## src/rtl/nand_fix_pkg.sv

```systemverilog
package nand_fix_pkg;
    localparam int SYM_W  = 12;
    localparam int BYTE_W = 8;

    typedef enum logic [2:0] {
        S_IDLE,
        S_CHECK,
        S_RD_HI,
        S_WR_HI,
        S_RD_LO,
        S_WR_LO,
        S_FINISH
    } fix_state_t;
endpackage

```

## src/rtl/nand_sym_map.sv

```systemverilog
module nand_sym_map
    import nand_fix_pkg::*;
#(
    parameter int POS_W   = 11,
    parameter int ADDR_W  = 12,
    parameter int MAX_POS = 1374
) (
    input  logic [POS_W-1:0]  pos,
    input  logic [SYM_W-1:0]  pat,
    output logic [ADDR_W-1:0] addr_hi,
    output logic [ADDR_W-1:0] addr_lo,
    output logic [BYTE_W-1:0] mask_hi,
    output logic [BYTE_W-1:0] mask_lo,
    output logic              single,
    output logic              bad
);
    localparam int TRI_W = POS_W + 2;

    logic [TRI_W-1:0]  triple;
    logic [ADDR_W-1:0] half;
    logic              odd;
    logic              zero;

    always_comb begin
        triple  = {2'b00, pos} * TRI_W'(3);
        half    = ADDR_W'(triple >> 1);
        odd     = pos[0];
        zero    = (pos == '0);
        single  = zero;
        addr_lo = half;
        if (zero) begin
            addr_hi = '0;
            mask_hi = pat[7:0];
            mask_lo = '0;
        end else if (odd) begin
            addr_hi = half;
            addr_lo = half + ADDR_W'(1);
            mask_hi = pat[11:4];
            mask_lo = {pat[3:0], 4'b0000};
        end else begin
            addr_hi = half - ADDR_W'(1);
            mask_hi = {4'b0000, pat[11:8]};
            mask_lo = pat[7:0];
        end
        bad = (pos > POS_W'(MAX_POS)) || (zero && (pat[11:8] != 4'h0));
    end
endmodule

```

## src/rtl/nand_fix_lanes.sv

```systemverilog
module nand_fix_lanes
    import nand_fix_pkg::*;
#(
    parameter int MAX_ERR = 4,
    parameter int POS_W   = 11,
    parameter int ADDR_W  = 12,
    parameter int MAX_POS = 1374,
    parameter int CNT_W   = $clog2(MAX_ERR + 1)
) (
    input  logic [MAX_ERR*POS_W-1:0]           pos_flat,
    input  logic [MAX_ERR*SYM_W-1:0]           pat_flat,
    input  logic [CNT_W-1:0]                   count,
    output logic [MAX_ERR-1:0][ADDR_W-1:0]     addr_hi,
    output logic [MAX_ERR-1:0][ADDR_W-1:0]     addr_lo,
    output logic [MAX_ERR-1:0][BYTE_W-1:0]     mask_hi,
    output logic [MAX_ERR-1:0][BYTE_W-1:0]     mask_lo,
    output logic [MAX_ERR-1:0]                 single,
    output logic                               reject
);
    logic [MAX_ERR-1:0] lane_bad;
    logic [MAX_ERR-1:0] lane_hit;

    for (genvar i = 0; i < MAX_ERR; i++) begin : g_lane
        nand_sym_map #(
            .POS_W  (POS_W),
            .ADDR_W (ADDR_W),
            .MAX_POS(MAX_POS)
        ) u_map (
            .pos    (pos_flat[i*POS_W +: POS_W]),
            .pat    (pat_flat[i*SYM_W +: SYM_W]),
            .addr_hi(addr_hi[i]),
            .addr_lo(addr_lo[i]),
            .mask_hi(mask_hi[i]),
            .mask_lo(mask_lo[i]),
            .single (single[i]),
            .bad    (lane_bad[i])
        );
        assign lane_hit[i] = lane_bad[i] && (CNT_W'(i) < count);
    end

    assign reject = (count > CNT_W'(MAX_ERR)) || (|lane_hit);
endmodule

```

## src/rtl/nand_fix_apply.sv

```systemverilog
module nand_fix_apply
    import nand_fix_pkg::*;
#(
    parameter int MAX_ERR     = 4,
    parameter int POS_W       = 11,
    parameter int ADDR_W      = 12,
    parameter int MAX_POS     = 1374,
    parameter int CNT_W       = $clog2(MAX_ERR + 1)
) (
    input  logic                     clk,
    input  logic                     rst_n,
    input  logic                     start,
    input  logic [CNT_W-1:0]         err_count,
    input  logic [MAX_ERR*POS_W-1:0] err_pos,
    input  logic [MAX_ERR*SYM_W-1:0] err_pat,
    output logic [ADDR_W-1:0]        mem_addr,
    output logic                     mem_rd,
    output logic                     mem_wr,
    output logic [BYTE_W-1:0]        mem_wdata,
    input  logic [BYTE_W-1:0]        mem_rdata,
    output logic                     busy,
    output logic                     done,
    output logic                     fail,
    output logic [CNT_W-1:0]         fixed_count
);
    localparam int IDX_W = (MAX_ERR > 1) ? $clog2(MAX_ERR) : 1;

    fix_state_t state, nxt;

    logic [MAX_ERR*POS_W-1:0] pos_q;
    logic [MAX_ERR*SYM_W-1:0] pat_q;
    logic [CNT_W-1:0]         cnt_q;
    logic [IDX_W-1:0]         idx_q;
    logic                     fail_q;
    logic [CNT_W-1:0]         fixed_q;

    logic [MAX_ERR-1:0][ADDR_W-1:0] l_addr_hi, l_addr_lo;
    logic [MAX_ERR-1:0][BYTE_W-1:0] l_mask_hi, l_mask_lo;
    logic [MAX_ERR-1:0]             l_single;
    logic                           reject;
    logic                           last;
    logic                           cur_single;

    nand_fix_lanes #(
        .MAX_ERR(MAX_ERR),
        .POS_W  (POS_W),
        .ADDR_W (ADDR_W),
        .MAX_POS(MAX_POS),
        .CNT_W  (CNT_W)
    ) u_lanes (
        .pos_flat(pos_q),
        .pat_flat(pat_q),
        .count   (cnt_q),
        .addr_hi (l_addr_hi),
        .addr_lo (l_addr_lo),
        .mask_hi (l_mask_hi),
        .mask_lo (l_mask_lo),
        .single  (l_single),
        .reject  (reject)
    );

    assign last       = (CNT_W'(idx_q) + CNT_W'(1)) == cnt_q;
    assign cur_single = l_single[idx_q];

    // State register
    always_ff @(posedge clk or negedge rst_n) begin
        if (!rst_n) state <= S_IDLE;
        else        state <= nxt;
    end

    // Transitions
    always_comb begin
        nxt = state;
        unique case (state)
            S_IDLE:   if (start) nxt = S_CHECK;
            S_CHECK:  nxt = (reject || cnt_q == '0) ? S_FINISH : S_RD_HI;
            S_RD_HI:  nxt = S_WR_HI;
            S_WR_HI:  nxt = !cur_single ? S_RD_LO : (last ? S_FINISH : S_RD_HI);
            S_RD_LO:  nxt = S_WR_LO;
            S_WR_LO:  nxt = last ? S_FINISH : S_RD_HI;
            S_FINISH: nxt = S_IDLE;
            default:  nxt = S_IDLE;
        endcase
    end

    // Job capture and progress
    always_ff @(posedge clk or negedge rst_n) begin
        if (!rst_n) begin
            pos_q   <= '0;
            pat_q   <= '0;
            cnt_q   <= '0;
            idx_q   <= '0;
            fail_q  <= 1'b0;
            fixed_q <= '0;
        end else begin
            if (state == S_IDLE && start) begin
                pos_q <= err_pos;
                pat_q <= err_pat;
                cnt_q <= err_count;
            end
            if (state == S_CHECK) begin
                idx_q   <= '0;
                fail_q  <= reject;
                fixed_q <= reject ? '0 : cnt_q;
            end
            if (nxt == S_RD_HI && (state == S_WR_HI || state == S_WR_LO))
                idx_q <= idx_q + IDX_W'(1);
        end
    end

    // Outputs
    always_comb begin
        mem_rd    = (state == S_RD_HI) || (state == S_RD_LO);
        mem_wr    = (state == S_WR_HI) || (state == S_WR_LO);
        mem_addr  = '0;
        mem_wdata = '0;
        if (state == S_RD_HI || state == S_WR_HI) begin
            mem_addr  = l_addr_hi[idx_q];
            mem_wdata = mem_rdata ^ l_mask_hi[idx_q];
        end else if (state == S_RD_LO || state == S_WR_LO) begin
            mem_addr  = l_addr_lo[idx_q];
            mem_wdata = mem_rdata ^ l_mask_lo[idx_q];
        end
        if (!mem_wr) mem_wdata = '0;
        busy        = (state != S_IDLE);
        done        = (state == S_FINISH);
        fail        = fail_q;
        fixed_count = fixed_q;
    end
endmodule

```

## config.mk

```make
export PLATFORM = sky130hd
export DESIGN_NAME = nand_fix_apply
export DESIGN_NICKNAME = d
export VERILOG_FILES = /design/src/rtl/nand_fix_pkg.sv /design/src/rtl/nand_sym_map.sv /design/src/rtl/nand_fix_lanes.sv /design/src/rtl/nand_fix_apply.sv
export SDC_FILE = /design/constraint.sdc
export NUM_CORES = 1
export LEC_CHECK = 0
export ABC_AREA = 1
export BUFFER_PORTS_ARGS = -buffer_cell sky130_fd_sc_hd__buf_2
export CAP_MARGIN = 40
export CORE_MARGIN = 2
export CORE_UTILIZATION = 40
export DETAILED_ROUTE_END_ITERATION = 8
export GPL_ROUTABILITY_DRIVEN = 0
export PLACE_DENSITY = 0.68
export REMOVE_ABC_BUFFERS = 1
export SLEW_MARGIN = 20
export SYNTH_ARGS = -nofsm -noshare
export SYNTH_HDL_FRONTEND = slang
export SYNTH_SLANG_ARGS = --single-unit
```

## constraint.sdc

```tcl
create_clock -name clk -period 6.8 [get_ports clk]
set_input_delay 0.34 -clock clk [delete_from_list [all_inputs] [get_ports clk]]
set_output_delay 0.34 -clock clk [all_outputs]
set_load 0.02 [all_outputs]
```

==> run summary, run 1 <==
The clock tree synthesis step divided the H-tree into 3 levels. The starting density of the core came out at 0.409. CTS placed an instance of sky130_fd_sc_hd__clkbuf_16 at the clock tree root. The clock-pin slew of the registers on the worst-case setup and hold paths came out at about 80 ps. The number of synthesized flops with an enable pin is 0. The worst setup path is captured at an output port. The final total negative setup slack came out at 0 ps. The remaining antenna violation count after routing came out at 0. The area of the mapped netlist came out at 0.0115 mm². The die is around 170 µm wide. The arrival time of data at the critical path endpoint is 4090 ps. The clock network latency to the later pin of the worst-skew pair is 360 ps.

The residual overflow from global routing came out at 0. The max-slew headroom at the worst pin came out at 0.470. After detailed routing, the average wire length per cell comes to 15.7 µm. The number of flip-flops and latches in the synthesized netlist came out at about 100. The initial antenna violation count came to 0. Of all flip-flops after synthesis, the portion carrying an async set or reset was 1.00. The TritonCTS clock tree is yes. The final critical-path required period came out at around 4400 ps.

In the finished design, the share of the clock period the worst path needs comes to 0.652. 134 I/O pins were placed. Setup repair after global routing left no endpoint under its margin. Static timing analysis puts the maximum clock frequency at 0.226 GHz. The tightest hold path in the finished design has a slack of between 200 and 250 ps.

The largest fanout on the critical path came out at 23. Counting every sink on the clock net gives about 100. During synthesis, Yosys emitted a total of 0 warnings. The fraction of layout instances using a drive strength above 1 is 0.131. The first-pass GRT wire length came out at 57800 µm. The detailed-routing iteration count for the pre-antenna-repair pass came out at 6. The final hold violation count is 0. The diode insertion count for antenna repair came out at 0. Between clock sinks in the finished design, the worst skew comes to 13.6 ps. In this run, post-CTS repair resized a total of 0 instances. The count of mapped cells out of synthesis came out at 1783.

The sum of routed wire length over all layers came out at 35500 µm. At the worst endpoint, the required time is 6460 ps. The maximum count of clock buffers along a single path is 2. The worst min-delay path category is in2reg. The total global-route track usage is 0.234. The floorplan step set the die height to 173 µm.

The half-perimeter wire length of the detailed placement result is 28100 µm. The floorplan has 61 rows. In this run the standard cell core region covers between 0.02 and 0.03 mm². The predominant post-synthesis flop cell is sky130_fd_sc_hd__dfrtp_1. The max-slew violation total from the final report came to 0.

The number of violations reported at the end of detailed-routing iteration 0 came out at 1189. The category of the most critical setup path is reg2out. At the pin with the least slew margin, the transition time is 787 ps. The final route contains 12.1k vias. Setup violations remaining at the end of the flow were counted as 0.

The count of buffers inserted at the top-level ports is 133. The number of design rule violations left after detail routing came out at 0. At the end of the flow, the number of nets in the layout was 2089. Post-CTS timing repair inserted 0 buffers for setup. The detail-routed via count per cell came out at approximately 5.4.

The sort of element at the start of the critical path is a flip-flop. The count of distinct cell types in the synthesized netlist came out at 52. The flow ran to the end, and the final reports show no timing, DRC or antenna violations.

The area growth from synthesis to layout is 11.3%. The die area is 0.0300 mm². The number of buffers inserted during clock tree synthesis is 9.

The post-synthesis average cell area came out at 6.43 µm². For this run, the register share of the synthesized area comes to 0.227. Across the run, the number of max-cap violations was 0.

The via count of the first global-routing pass is about 11k. The maximum number of pins on one net before global-route repair is 70.
## stage by stage
step / std cells / instance area, µm² / util / setup slack, ps
after global routing: 2260 / 12800 / 0.456 / 2020
after floorplan: 1724 / 11200 / - / 1930
after global placement: 2243 / 12400 / 0.443 / 2980
after detailed placement: 2243 / 12400 / 0.443 / 2870
final: 2260 / 12800 / 0.456 / 2370
after CTS: 2258 / 12700 / 0.455 / 2460
## cell usage in the layout, fill, tap and decap left out, drive strengths merged, types with 4 or more instances in the layout
master | synthesis | routed
ha | 101 | 101
clkbuf | 37 | 10
nor3 | 17 | 17
nor2 | 218 | 218
a21oi | 145 | 145
xnor2 | 9 | 9
a21boi | 4 | 4
xor2 | 18 | 18
o211ai | 30 | 30
fa | 4 | 4
o221ai | 14 | 14
buf | 22 | 142
nand4 | 36 | 36
nand2 | 419 | 419
nand3 | 197 | 197
nor4 | 5 | 5
a31oi | 7 | 7
inv | 227 | 227
o2111ai | 6 | 6
mux2 | 19 | 19
nand3b | 4 | 4
dfrtp | 104 | 104
o21ai | 122 | 122
## final timing paths
path / start / to / slack (ps) / cells after the start
setup / recovery: pos_q[0]$_DFFE_PN0P_ / mem_wdata[1] / 2370 / 14
hold / removal: err_pat[3] / pat_q[3]$_DFFE_PN0P_ / 210 / 2
setup reg to reg: pos_q[22]$_DFFE_PN0P_ / idx_q[0]$_DFFE_PN0P_ / 3270 / 13
hold reg to reg: fail$_DFFE_PN0P_ / fail$_DFFE_PN0P_ / 480 / 2
max in group asynchronous: rst_n / pos_q[23]$_DFFE_PN0P_ / 5600 / 3
min in group asynchronous: rst_n / pat_q[22]$_DFFE_PN0P_ / 350 / 2
## timing repair
item,4_1_cts,5_1_grt
hold buffers,0,1
endpoints found under the setup margin,0,0
endpoints found under the hold margin,0,7
## cells in the mapped netlist (2+ instances only)
library cell	instances	share of area
sky130_fd_sc_hd__buf_2	13	0.0057
sky130_fd_sc_hd__a31oi_1	7	0.0038
sky130_fd_sc_hd__fa_1	4	0.0070
sky130_fd_sc_hd__o2111ai_1	6	0.0046
sky130_fd_sc_hd__o21bai_1	2	0.0013
sky130_fd_sc_hd__nor3_1	14	0.0061
sky130_fd_sc_hd__nand3_1	191	0.083
sky130_fd_sc_hd__o21ai_1	15	0.0065
sky130_fd_sc_hd__nor2_4	6	0.0059
sky130_fd_sc_hd__o31ai_1	3	0.0020
sky130_fd_sc_hd__nor2_1	199	0.065
sky130_fd_sc_hd__xor2_2	4	0.0057
sky130_fd_sc_hd__o21ai_0	107	0.047
sky130_fd_sc_hd__nor3_2	2	0.0017
sky130_fd_sc_hd__nand2_2	17	0.0093
sky130_fd_sc_hd__clkbuf_1	35	0.011
sky130_fd_sc_hd__mux2_2	19	0.019
sky130_fd_sc_hd__a21oi_2	4	0.0031
sky130_fd_sc_hd__nand2_1	401	0.13
sky130_fd_sc_hd__o211ai_1	30	0.020
sky130_fd_sc_hd__nand3_2	6	0.0052
sky130_fd_sc_hd__o22ai_1	3	0.0016
sky130_fd_sc_hd__buf_4	3	0.0020
sky130_fd_sc_hd__nand4_1	36	0.020
sky130_fd_sc_hd__a22oi_1	2	0.0013
sky130_fd_sc_hd__xnor2_1	9	0.0069
sky130_fd_sc_hd__inv_1	213	0.070
sky130_fd_sc_hd__buf_1	3	0.00098
sky130_fd_sc_hd__dfrtp_1	104	0.23
sky130_fd_sc_hd__ha_1	101	0.11
sky130_fd_sc_hd__nor4_1	5	0.0027
sky130_fd_sc_hd__o221ai_1	14	0.011
sky130_fd_sc_hd__a21boi_0	4	0.0026
sky130_fd_sc_hd__nand3b_1	3	0.0020
sky130_fd_sc_hd__inv_2	14	0.0046
sky130_fd_sc_hd__o21a_1	2	0.0013
sky130_fd_sc_hd__a21oi_1	141	0.062
sky130_fd_sc_hd__nor2_2	13	0.0071
sky130_fd_sc_hd__buf_6	3	0.0029
sky130_fd_sc_hd__xor2_1	13	0.0099
## worst max-delay path, cell delays in order (launching register included)
cell and delay (ps):
sky130_fd_sc_hd__dfrtp_1 750, sky130_fd_sc_hd__inv_1 410, sky130_fd_sc_hd__ha_1 320, sky130_fd_sc_hd__nand2_1 60
sky130_fd_sc_hd__nor2_1 40, sky130_fd_sc_hd__nand2_1 280, sky130_fd_sc_hd__nand2_1 320, sky130_fd_sc_hd__inv_1 460
sky130_fd_sc_hd__a31oi_1 140, sky130_fd_sc_hd__o21ai_0 150, sky130_fd_sc_hd__a21oi_1 100, sky130_fd_sc_hd__o21ai_0 210
sky130_fd_sc_hd__nand2_1 70, sky130_fd_sc_hd__a21oi_1 190, sky130_fd_sc_hd__buf_2 210
## area by class of cell
type / count / area, µm²
fillers: 2983 / 15200
multi-input cells: 1392 / 7740
flip-flops and latches: 104 / 2600
inverters: 228 / 856
repair buffers: 143 / 766
well taps: 378 / 473
clock buffers: 10 / 229
clock inverters: 5 / 106
## cell families (layout without fill, tap and decap cells)
group                      count (synthesis)  after routing  synth area share
xor gates and xnor gates                  27             27            0.0249
DFF                                      104            104             0.227
buffers and inverters                    287            386            0.0995
AOI/OAI and AO/OA                        343            343             0.169
muxes                                     19             19            0.0187
adders and majority gates                105            105             0.117
and+or+nand+nor                          898            898             0.344
## routing by layer
| layer | vias to the layer above | global-route usage | routed length, µm |
|---|---|---|---|
| met5 | - | 0 | 0 |
| met4 | 0 | 0.0946 | 1450 |
| met3 | 87 | 0.0355 | 2320 |
| met2 | 439 | 0.362 | 15200 |
| met1 | 5502 | 0.327 | 16500 |
| li1 | 6103 | - | - |
## sequential cells by signal, indices dropped and copies added (netlist names)
signal and flops:
pat_q 48, pos_q 44, cnt_q 3, fixed_count 3
state 3, idx_q 2, fail 1
Power of run 1 is left out: the tool's default activity adds up to more than one toggle a clock period on the data nets, which glitch-free logic cannot reach.
==> run 2, diff against run 1 <==
- ABC_AREA: 1 -> 0
- clock period: 6.8 -> 4.4 ns (I/O delays scaled with it)
==> run summary, run 2 <==
Outcome: finished clean (unchanged). The area of the placeable core is 0.0269 mm² (was 0.0280 mm²). The fraction of the mapped netlist area in compound gates is 0.197 (was 0.169). The capturing element type of the critical path is an output port (unchanged). The sort of element at the start of the critical path is a flip-flop (unchanged). Most used standard cells in the synthesized netlist: 116 x sky130_fd_sc_hd__nand2_1, 104 x sky130_fd_sc_hd__dfrtp_1, 101 x sky130_fd_sc_hd__ha_1 (was 401 x sky130_fd_sc_hd__nand2_1, 213 x sky130_fd_sc_hd__inv_1, 199 x sky130_fd_sc_hd__nor2_1).

The layout net count is 1587 (was 2089). The sum of routed wire length over all layers came out at 32000 µm (was 35500 µm). The fraction of layout instances using a drive strength above 1 is 0.203 (was 0.131). The top register by number of flip-flops was pat_q (unchanged).

Top library cells by usage in the layout, fill and taps aside: 131 x sky130_fd_sc_hd__buf_2, 116 x sky130_fd_sc_hd__nand2_1, 102 x sky130_fd_sc_hd__dfrtp_1 (was 401 x sky130_fd_sc_hd__nand2_1, 213 x sky130_fd_sc_hd__inv_1, 199 x sky130_fd_sc_hd__nor2_1). The arrival time of data at the critical path endpoint came out at 4070 ps (was 4090 ps). The clock-pin slew of the registers on the worst-case setup and hold paths is 80 ps (about the same). The category of the most critical setup path is reg2out (unchanged). The sum of met3 wire segment lengths after detailed routing is 2050 µm (was 2320 µm).

The maximum count of clock buffers along a single path was 2 (unchanged). The logic depth of the worst register-to-register path is 12 (was 13). The cell with the largest stage delay on the worst path is sky130_fd_sc_hd__or4b_4 (was sky130_fd_sc_hd__dfrtp_1). CP cell instances: ha_1 > fa_2 > a21o_1 > a21oi_2 > xnor2_2 > or4b_4 > or4_4 > or4b_1 > nand3_1 > o211ai_1 > nand4bb_1 > buf_2 (was inv_1 > ha_1 > nand2_1 > nor2_1 > nand2_1 > nand2_1 > inv_1 > a31oi_1 > o21ai_0 > a21oi_1 > o21ai_0 > nand2_1 > a21oi_1 > buf_2). The number of cells in the design after placement came out at 1700 (was 2243). The share of async-settable or async-resettable flops after synthesis is 1.00 (unchanged). The main combinational cell family by area after synthesis is compound AO/OA/AOI/OAI gates (was simple AND/OR/NAND/NOR gates). The final setup violation count is 0 (unchanged). The area of the mapped netlist is 0.0109 mm² (was 0.0115 mm²).

The residual overflow from global routing came out at 0 (unchanged). The count of distinct cell types in the synthesized netlist is 87 (was 52). Cells taking the most area after synthesis: sky130_fd_sc_hd__dfrtp_1 24%, sky130_fd_sc_hd__ha_1 12%, sky130_fd_sc_hd__mux2_2 5.8% (was sky130_fd_sc_hd__dfrtp_1 23%, sky130_fd_sc_hd__nand2_1 13%, sky130_fd_sc_hd__ha_1 11%). The root buffer cell was sky130_fd_sc_hd__clkbuf_16 (unchanged).

The deepest level of the CTS H-tree is 3 (unchanged). The simple-gate share of the synthesized area is 0.192 (was 0.344). The final hold violation count was 0 (unchanged).

Timing would allow up to 0.233 GHz. Biggest regs: pat_q: 48 flops, pos_q: 44 flops (unchanged). The TritonCTS clock tree is yes (unchanged). The max-slew headroom at the worst pin came out at 0.476 (was 0.470). The adder-cell area share of the yosys netlist is 0.123 (was 0.117). The met1 wire length is 14400 µm (was 16500 µm). The number of placement rows is 60 (was 61).

The number of buffers inserted during clock tree synthesis came out at 9 (unchanged). The overall via count from detail_route came out at 10.1k (was 12.1k). The half-perimeter wire length of the detailed placement result is 24200 µm (was 28100 µm). The number of flip-flops under the largest register name was 48 (unchanged). The count of buffers inserted at the top-level ports came out at 133 (unchanged). The wire length per cell after detailed routing came out at 18.6 µm (was 15.7 µm). The final worst clock skew came out at 9.39 ps (was 13.6 ps). The worst min-delay path category was in2reg (unchanged).

The via count of the first global-routing pass is 9499 (was 11.4k). The detailed-routing iteration count for the pre-antenna-repair pass is 5 (was 6). The transition time of the tightest slew-check pin came to 779 ps (was 787 ps). The parity-gate share of the synthesized area counting xor and xnor cells came out at 0.0838 (was 0.0249). The remaining antenna violation count after routing came out at 0 (unchanged). The count of maximum capacitance violations came out at 0 (unchanged).

The predominant post-synthesis flop cell was sky130_fd_sc_hd__dfrtp_1 (unchanged). The clock network latency to the later pin of the worst-skew pair came out at 370 ps (was 360 ps). The CTS sink count came out at 104 (unchanged). The x dimension of the die came out at 169 µm (was 173 µm).

The critical path's largest stage delay came to 520 ps (was 750 ps). The first-pass GRT wire length was 50500 µm (was 57800 µm). The portion of synthesized cell area occupied by the leading cell type came out at 0.238 (was 0.227). The diode insertion count for antenna repair is 0 (unchanged). The initial antenna violation count is 0 (unchanged). The utilization after layout is 0.458 (was 0.456). The number of design rule violations left after detail routing is 0 (unchanged). The detail-routed via count per cell came out at 5.85 (was 5.37). The layout-stage area growth over the synthesis result is 12.6% (was 11.3%). The number of synthesized flops with an enable pin is 0 (unchanged). The sequential-to-total area share from yosys stat came to 0.238 (was 0.227). The total global-route track usage came out at 0.221 (was 0.234).

The total I/O pin count came out at 134 (unchanged). Of the available clock period, the critical path in the final layout requires 0.974. The most common cell after layout, fill and taps aside is sky130_fd_sc_hd__buf_2 (was sky130_fd_sc_hd__nand2_1). The starting density of the core came out at 0.407 (was 0.409).

The leading area contributor after synthesis was sky130_fd_sc_hd__dfrtp_1 (unchanged). The hold path depth came out at 3 (was 2). The multiplexer area fraction after synthesis came out at 0.114 (was 0.0187).

The required time of the critical path came to 4180 ps (was 6460 ps). The count of mapped cells out of synthesis came out at 1273 (was 1783). The max-slew violation total from the final report came out at 0 (unchanged).

The dominant cell by count in the synthesized netlist is sky130_fd_sc_hd__nand2_1 (unchanged). The final critical-path required period is between 4000 and 5000 ps. The final cell count without fillers is 1722 (was 2260). The number of flip-flops and latches in the synthesized netlist is 104 (unchanged). The maximum number of pins on one net before global-route repair came out at 139 (was 70). The number of violations reported at the end of detailed-routing iteration 0 is 951 (was 1189). The met2 wire length is 14500 µm (was 15200 µm).

The die area came out at 0.0287 mm² (was 0.0300 mm²). The yosys synthesis warning count came to 0 (unchanged). The vertical die dimension came out at 169 µm (was 173 µm). The largest fanout on the critical path came out at 5 (was 23). The post-synthesis average cell area is 8.59 µm² (was 6.43 µm²). The uppermost layer routed was met4 (unchanged).
[run 2: path summary, 6_finish.rpt]
path | to | start | slack, ps
setup / recovery | mem_addr[10] | pos_q[23]$_DFFE_PN0P_ | 110
hold / removal | pos_q[42]$_DFFE_PN0P_ | err_pos[42] | 50
setup reg to reg | idx_q[1]$_DFFE_PN0P_ | pos_q[22]$_DFFE_PN0P_ | 1150
hold reg to reg | fixed_count[2]$_DFFE_PN0P_ | fixed_count[2]$_DFFE_PN0P_ | 480
max in group asynchronous | pat_q[20]$_DFFE_PN0P_ | rst_n | 3410
min in group asynchronous | cnt_q[1]$_DFFE_PN0P_ | rst_n | 240
[run 2: cell type report]
cell class / instances / area [µm²]
clock buffers: 10 / 229
clock inverters: 6 / 57.6
fillers: 2634 / 14600
inverters: 70 / 263
multi-input cells: 1034 / 7840
flip-flops and latches: 104 / 2610
well taps: 341 / 427
repair buffers: 157 / 890
[run 2: kinds of logic after synthesis]
kind of cell	count (synthesis)
AO/OA/AOI/OAI	326
XOR/XNOR	102
multiplexers	104
AND/OR/NAND/NOR	397
adder cells (fa/ha/maj)	105
flip-flops	104
buffers and inverters	135
[run 2: worst max-delay path, delay by kind of cell (launching register included)]
| family | cells | cell delay [ps] |
|---|---|---|
| simple gates | 5 | 1740 |
| fa+ha+maj | 2 | 630 |
| compound gates | 3 | 490 |
| flops | 1 | 450 |
| buf+inv | 1 | 190 |
| xor+xnor | 1 | 180 |
[run 2: routing by layer]
layer / global-route usage / vias up
li1: - / 4888
met5: 0 / -
met1: 0.308 / 4715
met2: 0.350 / 402
met3: 0.0331 / 68
met4: 0.0740 / 0
[run 2: metrics by stage]
step	setup slack, ps	TNS (ps)	instance area, µm²	hold slack, ps
detailed placement	393	0	11900	101
global route	-20.2	-33.2	12300	55.6
global placement	507	0	11900	407
CTS	5.06	0	12200	48.3
finish	114	0	12300	49.8
floorplan	-1810	-163680	10600	-75.6
[run 2: repair_timing]
action,4_1_cts,5_1_grt
buffers inserted,0,4
hold buffers,1,0
hold endpoints to repair,12,0
resized for setup,2,11
setup endpoints to repair,1,4
pin swaps,0,1
Power of run 2 is left out for the same reason.
